[src/rtl/twowire_slave.sv]
module twowire_slave #(
  parameter logic [3:0] TYPE_CODE   = 4'b0101,
  parameter int         SYNC_STAGES = 2
) (
  input  logic       clk,
  input  logic       rst_n,
  input  logic       scl_i,
  input  logic       sda_i,
  input  logic [3:0] strap_i,
  input  logic [7:0] rd_byte_i,
  output logic       sda_oe_o,
  output logic [7:0] rx_byte_o,
  output logic       cmd_stb_o,
  output logic       data_stb_o,
  output logic       rd_stb_o
);

  typedef enum logic [2:0] {S_IDLE, S_ADDR, S_CMD, S_DATA, S_TX, S_DONE} st_t;

  logic [SYNC_STAGES-1:0] scl_sy, sda_sy;
  logic scl_q, sda_q;
  logic scl_s, sda_s;
  st_t  st;
  logic [3:0] cnt;
  logic [7:0] sr, tx;
  logic ackph, mack, rdmode;

  assign scl_s = scl_sy[SYNC_STAGES-1];
  assign sda_s = sda_sy[SYNC_STAGES-1];

  wire scl_rise = scl_s & ~scl_q;
  wire scl_fall = ~scl_s & scl_q;
  wire start    = scl_s & scl_q & sda_q & ~sda_s;
  wire stop     = scl_s & scl_q & ~sda_q & sda_s;
  wire addr_hit = (sr == {TYPE_CODE, strap_i});

  generate
    if (SYNC_STAGES == 1) begin : g_sync1
      always_ff @(posedge clk or negedge rst_n)
        if (!rst_n) begin scl_sy <= '1; sda_sy <= '1; end
        else begin scl_sy <= scl_i; sda_sy <= sda_i; end
    end else begin : g_syncn
      always_ff @(posedge clk or negedge rst_n)
        if (!rst_n) begin scl_sy <= '1; sda_sy <= '1; end
        else begin
          scl_sy <= {scl_sy[SYNC_STAGES-2:0], scl_i};
          sda_sy <= {sda_sy[SYNC_STAGES-2:0], sda_i};
        end
    end
  endgenerate

  always_ff @(posedge clk or negedge rst_n) begin
    if (!rst_n) begin
      scl_q <= 1'b1; sda_q <= 1'b1;
      st <= S_IDLE; cnt <= '0; sr <= '0; tx <= '0;
      ackph <= 1'b0; mack <= 1'b0; rdmode <= 1'b0;
      sda_oe_o <= 1'b0; rx_byte_o <= '0;
      cmd_stb_o <= 1'b0; data_stb_o <= 1'b0; rd_stb_o <= 1'b0;
    end else begin
      scl_q <= scl_s; sda_q <= sda_s;
      cmd_stb_o <= 1'b0; data_stb_o <= 1'b0; rd_stb_o <= 1'b0;
      if (start) begin
        st <= S_ADDR; cnt <= '0; ackph <= 1'b0; sda_oe_o <= 1'b0;
      end else if (stop) begin
        st <= S_IDLE; ackph <= 1'b0; sda_oe_o <= 1'b0;
      end else begin
        case (st)
          S_ADDR, S_CMD, S_DATA: begin
            if (!ackph) begin
              if (scl_rise) begin
                sr  <= {sr[6:0], sda_s};
                cnt <= cnt + 4'd1;
              end else if (scl_fall && cnt == 4'd8) begin
                if (st == S_ADDR && !addr_hit) st <= S_DONE;
                else begin
                  ackph <= 1'b1; sda_oe_o <= 1'b1;
                  if (st == S_CMD)  begin rx_byte_o <= sr; cmd_stb_o <= 1'b1; rdmode <= sr[0]; end
                  if (st == S_DATA) begin rx_byte_o <= sr; data_stb_o <= 1'b1; end
                end
              end
            end else if (scl_fall) begin
              ackph <= 1'b0; cnt <= '0; sda_oe_o <= 1'b0;
              case (st)
                S_ADDR: st <= S_CMD;
                S_CMD:
                  if (rdmode) begin
                    st <= S_TX; tx <= rd_byte_i; sda_oe_o <= ~rd_byte_i[7];
                    cnt <= 4'd1; rd_stb_o <= 1'b1;
                  end else st <= S_DATA;
                default: st <= S_DONE;
              endcase
            end
          end
          S_TX: begin
            if (!ackph) begin
              if (scl_fall) begin
                if (cnt == 4'd8) begin
                  sda_oe_o <= 1'b0; ackph <= 1'b1;
                end else begin
                  sda_oe_o <= ~tx[6]; tx <= {tx[6:0], 1'b0}; cnt <= cnt + 4'd1;
                end
              end
            end else if (scl_rise) begin
              mack <= ~sda_s;
            end else if (scl_fall) begin
              ackph <= 1'b0;
              if (mack) begin
                tx <= rd_byte_i; sda_oe_o <= ~rd_byte_i[7]; cnt <= 4'd1; rd_stb_o <= 1'b1;
              end else st <= S_DONE;
            end
          end
          default: ;
        endcase
      end
    end
  end

  a_r11_one_strobe: assert property (@(posedge clk) disable iff (!rst_n)
    $onehot0({cmd_stb_o, data_stb_o, rd_stb_o}));

  a_r4_drive_moves_scl_low: assert property (@(posedge clk) disable iff (!rst_n)
    (!$stable(sda_oe_o) && !$past(start) && !$past(stop)) |-> !$past(scl_s));

  a_r3_done_released: assert property (@(posedge clk) disable iff (!rst_n)
    (st == S_DONE || st == S_IDLE) |-> !sda_oe_o);

  a_r2_ack_only_on_match: assert property (@(posedge clk) disable iff (!rst_n)
    (st == S_ADDR && ackph) |-> addr_hit);

  a_r5_cmd_after_addr: assert property (@(posedge clk) disable iff (!rst_n)
    cmd_stb_o |-> (st == S_CMD && sda_oe_o));

  a_r6_data_in_data_state: assert property (@(posedge clk) disable iff (!rst_n)
    data_stb_o |-> (st == S_DATA && sda_oe_o));

  a_r7_fetch_in_tx: assert property (@(posedge clk) disable iff (!rst_n)
    rd_stb_o |-> (st == S_TX && $past(scl_fall)));

endmodule

[config.mk]
export PLATFORM = sky130hd
export DESIGN_NAME = twowire_slave
export DESIGN_NICKNAME = d
export VERILOG_FILES = /design/src/rtl/twowire_slave.sv
export SDC_FILE = /design/constraint.sdc
export NUM_CORES = 1
export LEC_CHECK = 0
export BUFFER_PORTS_ARGS = -buffer_cell sky130_fd_sc_hd__buf_4
export CORE_MARGIN = 2
export CORE_UTILIZATION = 55
export CTS_CLUSTER_SIZE = 16
export DETAILED_ROUTE_END_ITERATION = 16
export PLACE_DENSITY = 0.82
export REMOVE_ABC_BUFFERS = 1
export SETUP_SLACK_MARGIN = 0.05
export SLEW_MARGIN = 20
export SYNTH_ARGS = -nofsm -noshare
export SYNTH_HDL_FRONTEND = slang
export SYNTH_SLANG_ARGS = --single-unit
[constraint.sdc]
create_clock -name clk -period 3 [get_ports clk]
set_clock_uncertainty 0.1 [all_clocks]
set_input_delay 0.3 -clock clk [delete_from_list [all_inputs] [get_ports clk]]
set_output_delay 0.3 -clock clk [all_outputs]
set_load 0.02 [all_outputs]
==> run_results.csv <==
group,metric,value,unit
floorplan,rows,23,
worst_setup_path,r2r_end,"tx[4]",
floorplan,start_util,57.0,%
synth,synth_cells,207,
timing,tightest_slew,0.522,ns
power_and_ir_drop,intPower,0.00108,W
run,max-cap-violations,0,
worst_setup_path,startpoint_type,"register",
clock_tree,root_buffer,"clkbuf_8",
placement,dpl.hpwl,3180,um
worst_hold_path,min_path_cells,3,
finish,diodes,0,
route,via_per_inst,5.75,
clock_tree,post_cts_resized,0,
synth,yosys_warnings,0,
power_and_ir_drop,p_comb_share,26.5,%
finish,fill_cells,337,
timing,setup_viol,0,
finish,multi_input_area,1110,um^2
synth,synth_area_per_cell,10.9,um^2
clock_tree,htreeDepth,2,
power_and_ir_drop,max-vdd-ir-drop,0.407,mV
power_and_ir_drop,power.leakage,1.16,nW
placement,port_buffers,27,
global_route,grt_pass1_wl,7500,um
worst_setup_path,cp_max_fo,14,
worst_setup_path,cp_cell_sequence,"inv_1 -> ha_1 -> or3b_1 -> a2bb2oi_2 -> a2111oi_4 -> buf_4 -> nor2_1 -> a21oi_2",
route,postRouteAntennaNets,0,
synth,syn_area,2260,um^2
synth,synth_edf_count,0,
clock_tree,cts.clk_slew.worst_paths,0.07,ns
floorplan,die_w,68.1,um
power_and_ir_drop,switching_share,33.2,%
worst_hold_path,hp-class,"in -> reg",
worst_setup_path,path_class,"reg -> reg",
floorplan,core,3970,um^2
global_route,grt_overflow_total,0,
synth,ys_seq_elements,43,
power_and_ir_drop,powerDensity,619,nW/um^2
worst_hold_path,min_from,"rd_byte_i[0]",
timing,finalSetupTns,0,ns
worst_setup_path,slowest_stage,"dfstp_2",
global_route,antenna_found_initial,0,
worst_setup_path,path_buf_inv,2,
clock_tree,cts_tree,"yes",
clock_tree,clk_path_buf_depth,2,
worst_setup_path,required,3.13,ns
finish,final_cell_mix,"dfrtp_1 (37), buf_4 (29), mux2_2 (17), o21ai_0 (13)",
finish,syn_to_final_growth,15.7,%
power_and_ir_drop,power_switching,0.000539,W
global_route,grt_max_degree,44,
route,routed_wl,4450,um
timing,period_minus_slack,2.42,ns
worst_setup_path,endpoint_kind,"register",
power_and_ir_drop,p_total,0.00162,W
power_and_ir_drop,p_clk_share,21.7,%
clock_tree,clock_latency,0.30,ns
worst_setup_path,crit_cells,8,
finish,nets,261,
worst_setup_path,regToRegStartpoint,"scl_sy[1]",
floorplan,ioPinCount,28,
synth,synthDistinctLibCells,52,
synth,async_flop_share,100,%
route,vias,1668,
worst_setup_path,slowest_delay,0.58,ns
synth,yosysSeqAreaShare,47.9,%
worst_setup_path,crit_arrival,2.55,ns
finish,seq_area,1080,um^2
timing,slew_viol_final,0,
timing,clock.fmax,413,MHz
route,drc,0,
worst_setup_path,cp_top_family,"compound AO/OA/AOI/OAI gates",
route,dr.pass1.iters,4,
clock_tree,clkSinkCount,43,
route,drt_iter0_drc,174,
synth,synth_ff_type,"dfrtp_1",
global_route,grt_pass1_vias,1581,
placement,gp_congestion,0.945,
worst_setup_path,rr_worst_depth,8,
floorplan,dieArea,4640,um^2
timing,maxSlewHeadroom,65.2,%
timing,grt_setup_unrepaired,"no",
finish,layout-drive-gt1-share,29.6,%
worst_hold_path,hold_path_end,"tx[0]",
timing,period_share,80.7,%
finish,final_common_cell,"dfrtp_1",
status,status,"finished clean",
global_route,grt_usage,22.1,%
worst_setup_path,rrSetupSlack,0.58,ns
power_and_ir_drop,power_frac_seq,51.8,%
floorplan,die_height,68.1,um
timing,hold_ws,0.146,ns
timing,final_hold_viol_count,0,
route,wl_per_cell,15.3,um
clock_tree,cts_buffers,5,
-- worst register-to-register path, cell delays in order, from the launching register on --
cell and delay, ns:
dfstp_2 0.58, inv_1 0.05, ha_1 0.31, or3b_1 0.37, a2bb2oi_2 0.17, a2111oi_4 0.34
buf_4 0.25, nor2_1 0.08, a21oi_2 0.10
-- Yosys cell counts, types with 3 or more instances --
library cell,count,area share (%)
inv_1,8,1.3
a21oi_2,3,1.2
mux2_2,17,8.5
nand3b_1,3,1.0
dfstp_2,6,7.0
nand4_1,3,0.83
xor2_1,4,1.5
a31oi_1,3,0.83
nor2b_1,5,1.4
a21oi_1,11,2.4
mux2i_1,7,3.1
clkbuf_1,3,0.50
ha_1,6,3.3
dfrtp_1,37,41
nand3_1,6,1.3
o211ai_1,3,1.0
nand2_1,12,2.0
nor3_1,4,0.88
o21ai_0,13,2.9
and3b_1,4,1.5
nor2_1,12,2.0
-- registers in the layout, indices dropped and copies added, names as in the netlist, 2 cells and up --
register,count
rx_byte_o,8
sr,8
tx,7
cnt,4
st,3
scl_sy,2
sda_sy,2
-- power groups by stage --
stage	clock network [W]	registers, W	logic, W
after floorplan	0	0.000807	0.000329
after detailed placement	0	0.000848	0.000422
after global routing	0.000386	0.000861	0.000478
after global placement	0	0.000841	0.000409
final	0.000352	0.000839	0.000429
after CTS	0.000363	0.000837	0.000426
-- per-stage QoR --
stage,cells,worst slack (ns),utilization (%),area [um^2]
after detailed placement,279,0.601,63.0,2500
final,290,0.578,65.9,2620
after global routing,290,0.431,65.9,2620
after global placement,279,0.676,63.0,2500
after floorplan,200,0.534,-,2220
after CTS,288,0.562,65.4,2600
-- metal layers --
| metal | track usage (%) | vias to the layer above | part of all wire [%] |
|---|---|---|---|
| li1 | - | 819 | - |
| met1 | 31.3 | 801 | 48 |
| met2 | 32.4 | 41 | 46 |
| met3 | 4.93 | 7 | 4.2 |
| met4 | 9.75 | 0 | 1.6 |
| met5 | 0 | - | 0 |
-- worst max-delay path by stage --
stage | start | endpoint
after floorplan | scl_sy[1] | tx[0]
after global placement | scl_sy[1] | tx[1]
after detailed placement | scl_sy[1] | tx[1]
after CTS | scl_sy[1] | tx[4]
after global routing | scl_sy[1] | tx[0]
final | scl_sy[1] | tx[4]
-- timing repair --
| item | in CTS | in global routing |
|---|---|---|
| hold endpoints to repair | 37 | 2 |
| hold buffers | 1 | 2 |
| setup buffers | 0 | 0 |
-- cell families (layout without fill, tap and decap cells) --
family / after synthesis / after routing / share of synthesized area [%]
buffers and inverters: 15 / 48 / 3.10
adders and majority gates: 6 / 6 / 3.32
xor gates and xnor gates: 4 / 4 / 1.55
muxes: 24 / 24 / 11.6
and+or+nand+nor: 65 / 65 / 16.9
DFF: 43 / 43 / 47.9
AOI/OAI and AO/OA: 50 / 50 / 15.7
-- final cells by class --
cell class	count	area share, %
clock inverters	2	0.478
multi-input cells	149	42.4
flip-flops and latches	43	41.4
well taps	50	2.39
repair buffers	32	9.46
clock buffers	6	2.77
inverters	8	1.15
Power figures use the tool's default switching activity.
